$ cat src/rtl/phase_lock_tracker.sv
module phase_lock_tracker #(
  parameter int CHANNELS = 4
) (
  input  logic                clk,
  input  logic                rst_n,
  input  logic                strict_mode,
  input  logic [CHANNELS-1:0] found_evt,
  input  logic [CHANNELS-1:0] step_evt,
  input  logic [CHANNELS-1:0] step_up,
  output logic [CHANNELS-1:0] locked
);

  logic [CHANNELS-1:0] hist_vld;
  logic [CHANNELS-1:0] hist_up;

  for (genvar i = 0; i < CHANNELS; i++) begin : g_ch
    logic step_hit;
    logic same_dir;
    logic lose;

    assign step_hit = step_evt[i] && !found_evt[i] && locked[i];
    assign same_dir = hist_vld[i] && (hist_up[i] == step_up[i]);
    assign lose     = step_hit && (strict_mode || same_dir);

    always_ff @(posedge clk or negedge rst_n) begin
      if (!rst_n) begin
        locked[i]   <= 1'b0;
        hist_vld[i] <= 1'b0;
        hist_up[i]  <= 1'b0;
      end else if (found_evt[i]) begin
        locked[i]   <= 1'b1;
        hist_vld[i] <= 1'b0;
      end else if (lose) begin
        locked[i]   <= 1'b0;
        hist_vld[i] <= 1'b0;
      end else if (step_hit) begin
        hist_vld[i] <= 1'b1;
        hist_up[i]  <= step_up[i];
      end
    end


    found_sets_lock_chk: assert property (@(posedge clk) disable iff (!rst_n)
      found_evt[i] |=> locked[i]);


    strict_drop_chk: assert property (@(posedge clk) disable iff (!rst_n)
      strict_mode && locked[i] && step_evt[i] && !found_evt[i] |=> !locked[i]);


    first_step_keeps_chk: assert property (@(posedge clk) disable iff (!rst_n)
      !strict_mode && locked[i] && !hist_vld[i] && step_evt[i] && !found_evt[i]
      |=> locked[i]);


    stay_low_chk: assert property (@(posedge clk) disable iff (!rst_n)
      !locked[i] && !found_evt[i] |=> !locked[i]);


    no_hist_unlocked_chk: assert property (@(posedge clk) disable iff (!rst_n)
      !locked[i] && !found_evt[i] |=> $stable(hist_vld[i]));
  end

endmodule

$ cat config.mk
export PLATFORM = sky130hd
export DESIGN_NAME = phase_lock_tracker
export DESIGN_NICKNAME = d
export VERILOG_FILES = /design/src/rtl/phase_lock_tracker.sv
export SDC_FILE = /design/constraint.sdc
export NUM_CORES = 1
export LEC_CHECK = 0
export ABC_AREA = 1
export CORE_MARGIN = 4
export CORE_UTILIZATION = 44
export CTS_CLUSTER_DIAMETER = 150
export DETAILED_ROUTE_END_ITERATION = 8
export PLACE_DENSITY = 0.83
export REMOVE_ABC_BUFFERS = 1
export SYNTH_ARGS = -nofsm -noshare
export SYNTH_HDL_FRONTEND = slang
export SYNTH_SLANG_ARGS = --single-unit
$ cat constraint.sdc
create_clock -name clk -period 1.1 [get_ports clk]
set_input_delay 0.22 -clock clk [delete_from_list [all_inputs] [get_ports clk]]
set_output_delay 0.22 -clock clk [all_outputs]
set_load 0.02 [all_outputs]
==> results by group <==
Clock network
  – Number of buffers added by the clock tree synthesis step: 3
  – CTS tree: done
  – Number of buffers added to fix hold violations after cts: 0
  – Insertion delay of the later-clocked pin in the worst-skew pair: 0.27 ns
  – Buffer levels on the longest clock path: 2
  – CTS H-Tree Depth: 1
  – CTS Root Buffer Type: sky130_fd_sc_hd__clkbuf_4
  – Number of post-CTS setup repair buffers: 0
  – Clock sink total: 12
  – Clock-pin slew reported for the worst setup and hold paths after clock tree synthesis: 0.07 ns

Power and ir drop
  – Switching power share of the total: 0.301
  – Internal power contribution: 770 uW
  – Portion of total power attributed to combinational logic: 0.269
  – Share of power burned in registers: 0.489
  – Total power density per cell area: 1240 nW/um2
  – Static Leak: 0.000477 uW
  – Total design power: 1100 uW
  – P_sw: 332 uW
  – Power share of the clock group: 0.242
  – Worst IR Drop VDD: 0.932 mV

Die
  – Num ports: 19
  – Area of the core: 1320 um2
  – Die span in x: 45.8 um
  – Initial Utilization: 0.478
  – Die Y: 45.8 um
  – DIE AREA: 2100 um2
  – Number of placement rows: 13

Layout
  – Most common cell after layout, fill and taps aside: sky130_fd_sc_hd__nand2_1
  – Layout cell share with drive strength beyond 1: 0.250
  – Antenna fix cells: 0
  – Final Non-Filler Cells: 123
  – Total area of sequential cells: 300 um2
  – Area grow syn2layout: 41.6%
  – Total of fill cells in the finished design: 108
  – Area used by multi-input combinational logic: 254 um2
  – Most frequent cells in the layout: sky130_fd_sc_hd__nand2_1 (20), sky130_fd_sc_hd__inv_1 (18), sky130_fd_sc_hd__clkdlybuf4s50_1 (14)
  – Net total in the final layout: 125

STA
  – Final cycle utilization of the critical path: 0.956
  – Headroom to the max-slew limit: 0.862
  – Final hold slack: 0.240 ns
  – Endpoints failing setup: 0
  – Period minus WS final: 1.05 ns
  – Slew @ Worst Pin: 0.206 ns
  – Setup TNS: 0 ns
  – Maximum clock rate: 0.951 GHz
  – Final max-slew violation count: 0
  – Worst Clk Skew: 0.000397 ns
  – RSZ-0062 raised after global routing: false
  – Final hold violation count: 0

Setup path
  – Worst Reg-to-Reg Cells: 5
  – Cell class contributing the biggest share of worst-path delay: flip-flops
  – Sequence of cells on the critical path: buf_2
  – Data required time at the worst endpoint: 0.88 ns
  – Crit. Startpoint: locked[2]
  – Beginning of the worst register-to-register path: locked[0]
  – Slowest stage cell, crit path: sky130_fd_sc_hd__dfrtp_1
  – Slowest cell delay on critical path: 0.40 ns
  – Combined buffer and inverter count along the critical path: 1
  – Sort of element at the end of the critical path: output port
  – Kind of start point of the critical path: flip-flop
  – Crit Path Max Fanout: 3
  – Register-to-Register Setup Slack: 0.09 ns
  – Number of logic stages on the critical path including buffering: 1
  – Arrival time worst endpoint: 0.83 ns
  – Worst setup path category: flip-flop to output port

Logic synthesis
  – Number of warnings reported in the yosys synthesis log: 0
  – Cell area after technology mapping: 629 um2
  – Number of different library cells in the post-synthesis netlist: 12
  – Register area share after synthesis: 0.477
  – Synth Area per Inst: 7.97 um2
  – Cells taking the most area after synthesis: sky130_fd_sc_hd__dfrtp_1 (48%), sky130_fd_sc_hd__nand2_1 (12%), sky130_fd_sc_hd__inv_1 (11%)
  – Yosys top cell by area: sky130_fd_sc_hd__dfrtp_1
  – Number of register bits inferred by synthesis: 12
  – Mapped Cells: 79
  – Fraction of post-synthesis cell area in the top cell type by area: 0.477

Global route
  – Global Route Usage Sum: 0.174
  – Pin count of the biggest net entering global routing: 13
  – Vias in the first global route: 658
  – Leftover overflow at the end of global routing: 0
  – Global-route wire length before repair: 2500 um
  – Antenna violations before repair: 0

Place
  – Hpwl dp: 1160 um
  – Input/output buffers: 18
  – Routability cong.: 0.698
  – Count of placed standard cells including taps: 120

Hold path
  – Class of the most critical hold timing path: input pin to async pin

Routing
  – Pre-antenna DRT Iters: 3
  – Post-DR vias/cell: 4.88
  – Routed WL: 1400 um
  – Post-detailed-route wirelength per cell: 11.4 um
  – Violation count after the first detailed-route iteration: 3
  – Number of remaining DRC errors: 0
  – Total vias in the final route: 600
  – Antenna-violating nets left: 0

Run
  – Reported max-cap violation count: 0

Status
  – Result of the run: complete, no violations
-- registers in the layout (all words and copies together) (netlist names) --
signal    cells
locked        4
hist_vld      4
hist_up       4
-- timing repair --
item,CTS,global route
endpoints found under the setup margin,4,1
resized for setup,16,1
endpoints found under the hold margin,0,0
-- synth_stat cells, drive strengths merged --
library cell / instances
a21oi: 3
nor3: 3
nand4: 4
nand2: 21
nor2: 5
o21ai: 7
dfrtp: 12
inv: 20
nand3: 4
-- logic make-up (layout without fill, tap and decap cells) --
kind of cell	count (synthesis)	in the layout	share of synthesized area
buffers and inverters	20	49	0.119
AOI/OAI and AO/OA	10	10	0.0974
DFF	12	12	0.477
and+or+nand+nor	37	37	0.306
-- per-layer routing --
metal,global-route usage,share of wire
met1,0.160,0.38
met3,0.0435,0.046
met5,0,0
met4,0.159,0.039
met2,0.306,0.53
-- layout make-up --
class                   instances  area share
multi-input cells              47       0.285
well taps                      15      0.0211
inverters                      20      0.0843
repair buffers                 26       0.247
flip-flops and latches         12       0.337
clock buffers                   3      0.0253
-- power by group through the flow --
| stage | Clock (uW) | Combinational [uW] | Sequential [uW] |
|---|---|---|---|
| 2_1_floorplan | 0 | 152 | 559 |
| 3_3_place_gp | 0 | 298 | 547 |
| 4_1_cts | 283 | 301 | 540 |
| 5_1_grt | 297 | 334 | 551 |
| 3_5_place_dp | 0 | 311 | 549 |
| 6_report | 267 | 296 | 539 |
-- final timing paths --
| check | to |
|---|---|
| worst max-delay path | locked[2] |
| worst min-delay path | locked[1] |
| worst max register to register | hist_vld[0] |
| worst min register to register | hist_up[0] |
| max in group asynchronous | hist_up[0] |
| min in group clk | hist_up[0] |
-- per-stage QoR --
step | setup slack [ns] | instance area (um2) | util
after CTS | 0.0337 | 891 | 0.676
after detailed placement | -0.197 | 888 | 0.674
final | 0.0488 | 891 | 0.676
after global placement | -0.152 | 888 | 0.674
after global routing | 0.00666 | 891 | 0.676
after floorplan | 0.131 | 629 | -
Power figures use the tool's default switching activity.
